--- config.mk ---
export PLATFORM = sky130hd
export DESIGN_NAME = dual_chan_regbank
export DESIGN_NICKNAME = d
export VERILOG_FILES = /design/src/rtl/regbank_pkg.sv /design/src/rtl/regbank_chan.sv /design/src/rtl/crc_mismatch_unit.sv /design/src/rtl/dual_chan_regbank.sv
export SDC_FILE = /design/constraint.sdc
export NUM_CORES = 1
export LEC_CHECK = 0
export CAP_MARGIN = 40
export CORE_AREA = 2 2 208 210
export CTS_CLUSTER_SIZE = 28
export DETAILED_ROUTE_END_ITERATION = 6
export DIE_AREA = 0 0 210 212
export PLACE_DENSITY = 0.6
export SLEW_MARGIN = 10
export SYNTH_ARGS = -nofsm -noshare
export SYNTH_HDL_FRONTEND = slang
export SYNTH_SLANG_ARGS = --single-unit
--- constraint.sdc ---
create_clock -name clk -period 3.8 [get_ports clk]
set_input_delay 1.14 -clock clk [delete_from_list [all_inputs] [get_ports clk]]
set_output_delay 1.14 -clock clk [all_outputs]
set_load 0.02 [all_outputs]
--- src/rtl/regbank_pkg.sv ---
package regbank_pkg;
    localparam int DATA_W = 32;
    localparam int ADDR_W = 4;
    localparam int OFF_W  = ADDR_W - 1;
    localparam int N_CHAN = 2;

    localparam logic [OFF_W-1:0] OFF_CMD   = OFF_W'(0);
    localparam logic [OFF_W-1:0] OFF_USIZE = OFF_W'(1);
    localparam logic [OFF_W-1:0] OFF_CSIZE = OFF_W'(2);
    localparam logic [OFF_W-1:0] OFF_CRC   = OFF_W'(3);
    localparam logic [OFF_W-1:0] OFF_STAT  = OFF_W'(4);

    localparam int CMD_START_BIT = 0;
    localparam int CMD_TEST_BIT  = 1;
    localparam int CMD_IRQEN_BIT = 2;
    localparam int STAT_DONE_BIT = 0;
    localparam int STAT_MISM_BIT = 1;

    localparam logic [DATA_W-1:0] CMD_START_MASK = DATA_W'(1) << CMD_START_BIT;

    typedef struct packed {
        logic [DATA_W-1:0] cmd;
        logic [DATA_W-1:0] usize;
        logic [DATA_W-1:0] csize;
        logic [DATA_W-1:0] crc;
        logic              done;
    } chan_regs_t;

    function automatic logic off_is_reserved(input logic [OFF_W-1:0] off);
        return off > OFF_STAT;
    endfunction
endpackage

--- src/rtl/regbank_chan.sv ---
module regbank_chan
    import regbank_pkg::*;
(
    input  logic              clk,
    input  logic              rst,
    input  logic              wr_sel,
    input  logic [OFF_W-1:0]  off,
    input  logic [DATA_W-1:0] wdata,
    input  logic              eng_done,
    input  logic [DATA_W-1:0] eng_crc,
    input  logic              seen_clr,
    output chan_regs_t        regs,
    output logic              start,
    output logic              seen,
    output logic [DATA_W-1:0] rd_word
);
    logic cmd_wr, stat_wr;

    assign cmd_wr  = wr_sel && (off == OFF_CMD);
    assign stat_wr = wr_sel && (off == OFF_STAT);

    always_ff @(posedge clk) begin
        if (rst) begin
            regs  <= '0;
            start <= 1'b0;
            seen  <= 1'b0;
        end else begin
            start <= cmd_wr && wdata[CMD_START_BIT];
            if (cmd_wr)
                regs.cmd <= wdata & ~CMD_START_MASK;
            if (wr_sel && off == OFF_USIZE)
                regs.usize <= wdata;
            if (wr_sel && off == OFF_CSIZE)
                regs.csize <= wdata;
            if (eng_done)
                regs.crc <= eng_crc;
            if (eng_done)
                regs.done <= 1'b1;
            else if (stat_wr && wdata[STAT_DONE_BIT])
                regs.done <= 1'b0;
            seen <= eng_done || (seen && !seen_clr);
        end
    end

    always_comb begin
        rd_word = '0;
        if (!off_is_reserved(off)) begin
            case (off)
                OFF_CMD:   rd_word = regs.cmd;
                OFF_USIZE: rd_word = regs.usize;
                OFF_CSIZE: rd_word = regs.csize;
                OFF_CRC:   rd_word = regs.crc;
                default:   rd_word = DATA_W'(regs.done) << STAT_DONE_BIT;
            endcase
        end
    end
endmodule

--- src/rtl/crc_mismatch_unit.sv ---
module crc_mismatch_unit
    import regbank_pkg::*;
(
    input  logic              clk,
    input  logic              rst,
    input  logic              test_en,
    input  logic              seen_a,
    input  logic              seen_b,
    input  logic [DATA_W-1:0] crc_a,
    input  logic [DATA_W-1:0] crc_b,
    input  logic              clr,
    output logic              fire,
    output logic              mism
);
    assign fire = seen_a && seen_b;

    always_ff @(posedge clk) begin
        if (rst)
            mism <= 1'b0;
        else if (fire && test_en && (crc_a != crc_b))
            mism <= 1'b1;
        else if (clr)
            mism <= 1'b0;
    end
endmodule

--- src/rtl/dual_chan_regbank.sv ---
module dual_chan_regbank
    import regbank_pkg::*;
(
    input  logic              clk,
    input  logic              rst,
    input  logic              wr_en,
    input  logic [ADDR_W-1:0] addr,
    input  logic [DATA_W-1:0] wdata,
    output logic [DATA_W-1:0] rdata,
    output logic              comp_start,
    output logic [DATA_W-1:0] comp_usize,
    output logic [DATA_W-1:0] comp_csize,
    input  logic              comp_done,
    input  logic [DATA_W-1:0] comp_crc,
    output logic              decomp_start,
    output logic [DATA_W-1:0] decomp_usize,
    output logic [DATA_W-1:0] decomp_csize,
    input  logic              decomp_done,
    input  logic [DATA_W-1:0] decomp_crc,
    output logic              irq
);
    logic              sel_half;
    logic [OFF_W-1:0]  off;
    chan_regs_t        regs    [N_CHAN];
    logic              start_v [N_CHAN];
    logic              seen_v  [N_CHAN];
    logic              done_v  [N_CHAN];
    logic [DATA_W-1:0] crc_in  [N_CHAN];
    logic [DATA_W-1:0] rd_v    [N_CHAN];
    logic              fire, mism_q, mism_clr;
    logic [DATA_W-1:0] comp_crc_q;

    assign sel_half = addr[ADDR_W-1];
    assign off      = addr[OFF_W-1:0];

    assign done_v[0] = comp_done;
    assign done_v[1] = decomp_done;
    assign crc_in[0] = comp_crc;
    assign crc_in[1] = decomp_crc;

    for (genvar g = 0; g < N_CHAN; g++) begin : g_chan
        regbank_chan u_chan (
            .clk      (clk),
            .rst      (rst),
            .wr_sel   (wr_en && (sel_half == 1'(g))),
            .off      (off),
            .wdata    (wdata),
            .eng_done (done_v[g]),
            .eng_crc  (crc_in[g]),
            .seen_clr (fire),
            .regs     (regs[g]),
            .start    (start_v[g]),
            .seen     (seen_v[g]),
            .rd_word  (rd_v[g])
        );
    end

    assign mism_clr = wr_en && !sel_half && (off == OFF_STAT) && wdata[STAT_MISM_BIT];

    crc_mismatch_unit u_cmp (
        .clk     (clk),
        .rst     (rst),
        .test_en (regs[0].cmd[CMD_TEST_BIT]),
        .seen_a  (seen_v[0]),
        .seen_b  (seen_v[1]),
        .crc_a   (regs[0].crc),
        .crc_b   (regs[1].crc),
        .clr     (mism_clr),
        .fire    (fire),
        .mism    (mism_q)
    );

    always_comb begin
        rdata = rd_v[sel_half];
        if (!sel_half && off == OFF_STAT)
            rdata = rdata | (DATA_W'(mism_q) << STAT_MISM_BIT);
    end

    assign comp_crc_q   = regs[0].crc;
    assign comp_start   = start_v[0];
    assign decomp_start = start_v[1];
    assign comp_usize   = regs[0].usize;
    assign comp_csize   = regs[0].csize;
    assign decomp_usize = regs[1].usize;
    assign decomp_csize = regs[1].csize;
    assign irq          = mism_q && regs[0].cmd[CMD_IRQEN_BIT];
endmodule

==> results.ini <==
[worst_setup_path]
crit_path_start_kind = input port
crit_required_ns = 2.66
path_class = input port to primary output
critPathBufInv = 5
crit_family = buffers and inverters
end_kind = primary output
rrSetupSlack_ns = 1.99
max_stage_delay_ns = 0.26
cp.arrival_ns = 2.62
crit_chain = buf_6 > buf_8 > and3b_2 > buf_12 > buf_4 > a221oi_2 > o21ai_1 > nand2_1 > nor2_1 > buf_4
cpMaxStageDelayCell = a221oi_2
worst_path_most_repeated_cell = buf_4
critPathMaxFanout = 6

[synthesis]
synthTopCellsByCount = 452 x nand2_1, 261 x dfxtp_1, 231 x a21oi_1, 130 x buf_4, 93 x mux2i_1
ys.flop_type = dfxtp_1
synth_most_common_cell = nand2_1
synth-seq-cells = 261
synth_top_area_share_pct = 41.67
synth_top_area_cell = dfxtp_1
yosysSeqAreaShare_pct = 41.67
syn_area_per_cell_um2 = 7.962
ys_async_sr_fraction_pct = 0
yosysWarnings = 0
synth_area_leaders = dfxtp_1 42%, nand2_1 14%, a21oi_1 9.2%
synth.distinct_cells = 39
synthCells = 1575
syn_nets = 1680
synth_edf_count = 0
syn_area_um2 = 12540

[layout]
area_growth_pct = 33.35
design_area_um2 = 16720
nFillCells = 4253
final_nets = 1838
drive_gt1_share_pct = 15.95

[min_path]
hold_path_class = register to register

[sta]
fin_crit_sh_pct = 99.00
finClkSkew_ns = 0.004029
clock.fmax_mhz = 265.8
slew_headroom_pct = 40.31
tightestPinTransition_ns = 0.8954
timing.hold.ws_ns = 0.4483
rsz0062_at_grt = yes
finalMaxSlewViolations = 0
hold_viol = 0
min_period_ns = 3.762
setup_slack_ns = 0.03789
setup_viol = 0

[flow_run]
maxCapViolations = 0

[clock_tree]
cts_tree = built
cts_sinks = 261
htreeDepth = 1
cts_buffers = 31
clock_path_buffers = 3
cts.clk_slew.worst_paths_ns = 0.06
root_buffer = clkbuf_16
clock_latency_ns = 0.56

[global_route]
antenna_found_initial = 2
met3_usage_pct = 3.501
busiest_layer = met2
grt_pass1_vias = 11158
met2_usage_pct = 34.70
gr-usage-met1_pct = 31.54
grt_use_total_pct = 22.35
grt_overflow_total = 0
grt_pass1_wl_um = 73860
grt_start_max_net_pins = 125

[drt]
wire_per_inst_um = 22.25
wirelength_um = 51240
vias = 11599
viasPerCell = 5.036
antenna_left = 0
drc_errors = 0
first_pass_iters = 5
drt_iter0_markers = 1095

[floorplanning]
rows = 76
initial_utilization_pct = 29.50
fp.dieW_um = 210
core-area_um2 = 42510
die_y_um = 212
ioPinCount = 268
dieArea_um2 = 44520

[power_and_ir_drop]
total_power_mw = 6.944
ir_drop_v = 0.0003097
power.density_nw_per_um2 = 415.3
p_leak_nw = 6.286

[outcome]
outcome = complete, no violations

[placed_design]
dp_slack_ns = -0.5088
gp_congestion = 0.8330
port_buffers = 267
dp_hpwl_um = 35570
place_area_um2 = 15400

## per-layer routing
metal	share of wire (%)	vias up
met4	3.4	0
met1	45	5489
li1	-	5469
met3	8.0	91
met2	44	550
met5	0	-
## power by group
part           switching [mW]  internal, mW  total (mW)
Combinational           0.457         0.378       0.835
Sequential             0.0787          2.81        2.89
Clock                    1.20          2.02        3.22
## tightest hold or removal path, stage by stage (launching register included)
cell     delay (ns)
dfxtp_1        0.30
nand2_1        0.05
a21oi_1        0.05
## final timing paths
check                           cells past startpoint                         end                  startpoint
worst max-delay path                               10                   rdata[23]                     addr[1]
worst min-delay path                                2  g_chan[1].u_chan.regs[115]  g_chan[1].u_chan.regs[115]
worst max register to register                      5                  u_cmp.mism    g_chan[1].u_chan.regs[9]
worst min register to register                      2  g_chan[1].u_chan.regs[115]  g_chan[1].u_chan.regs[115]
## repair_timing
item / in CTS / in global routing
resized for setup: 138 / 43
hold buffers: 0 / 0
pin swaps: 1 / 2
gates cloned: 1 / 1
endpoints found under the setup margin: 32 / 25
buffers inserted: 1 / 8
## sequential cells by signal, summed over array words and instances (netlist names)
name,cells
g_chan.u_chan.regs,256
g_chan.u_chan.seen,2
g_chan.u_chan.start,2
u_cmp.mism,1
## final cells by class
class                      count  area, um2  share of cell area (%)
tap                          546      683.2                   4.086
clock inverter                12      210.2                   1.257
sequential                   261       5225                   31.25
clock buffer                  43      890.9                   5.328
multi-input combinational   1067       5993                   35.84
timing repair buffer         370       3706                   22.16
inverter                       2      7.507                 0.04490
antenna                        2      5.005                 0.02993
## layout by cell type (no fill, tap or decap), types with 3 or more instances in the layout
master,instances
a21oi_1,228
nor2_1,91
buf_8,3
clkdlybuf4s15_2,7
xor2_1,32
a21oi_2,3
nor4_1,8
nor3_2,5
bufinv_16,6
and2_2,3
clkbuf_1,5
and2_1,3
buf_2,16
clkinv_2,6
mux2i_1,93
dfxtp_1,261
a31o_2,13
clkbuf_8,8
buf_12,22
and3_2,3
o21a_1,4
nand3_2,3
nand4_1,3
o2111ai_1,5
a221o_1,21
clkdlybuf4s50_1,228
o22ai_1,4
o21ai_1,5
nor3_1,5
a221oi_1,6
mux2_2,36
nand2_1,449
a221oi_2,8
buf_6,8
buf_4,81
nor2b_1,6
a211oi_1,7
nand2_2,3
clkbuf_16,32
## per-stage QoR
| stage | setup TNS (ns) | instances | utilization (%) |
|---|---|---|---|
| floorplan | 0 | 1575 | - |
| global placement | -11.63 | 2235 | 36.23 |
| detailed placement | -11.93 | 2235 | 36.23 |
| CTS | -0.01671 | 2292 | 38.89 |
| global route | -0.05279 | 2302 | 39.33 |
| finish | 0 | 2303 | 39.34 |
## kinds of logic (layout without fill, tap and decap cells)
group / count (synthesis) / count (layout) / synth area share (%)
muxes: 130 / 130 / 10.84
other: 0 / 2 / 0
buffers and inverters: 247 / 427 / 11.74
AOI/OAI and AO/OA: 309 / 309 / 14.52
and+or+nand+nor: 596 / 596 / 19.00
DFF: 261 / 261 / 41.67
xor gates and xnor gates: 32 / 32 / 2.235
Note: power is estimated with default switching activity, not from simulation.
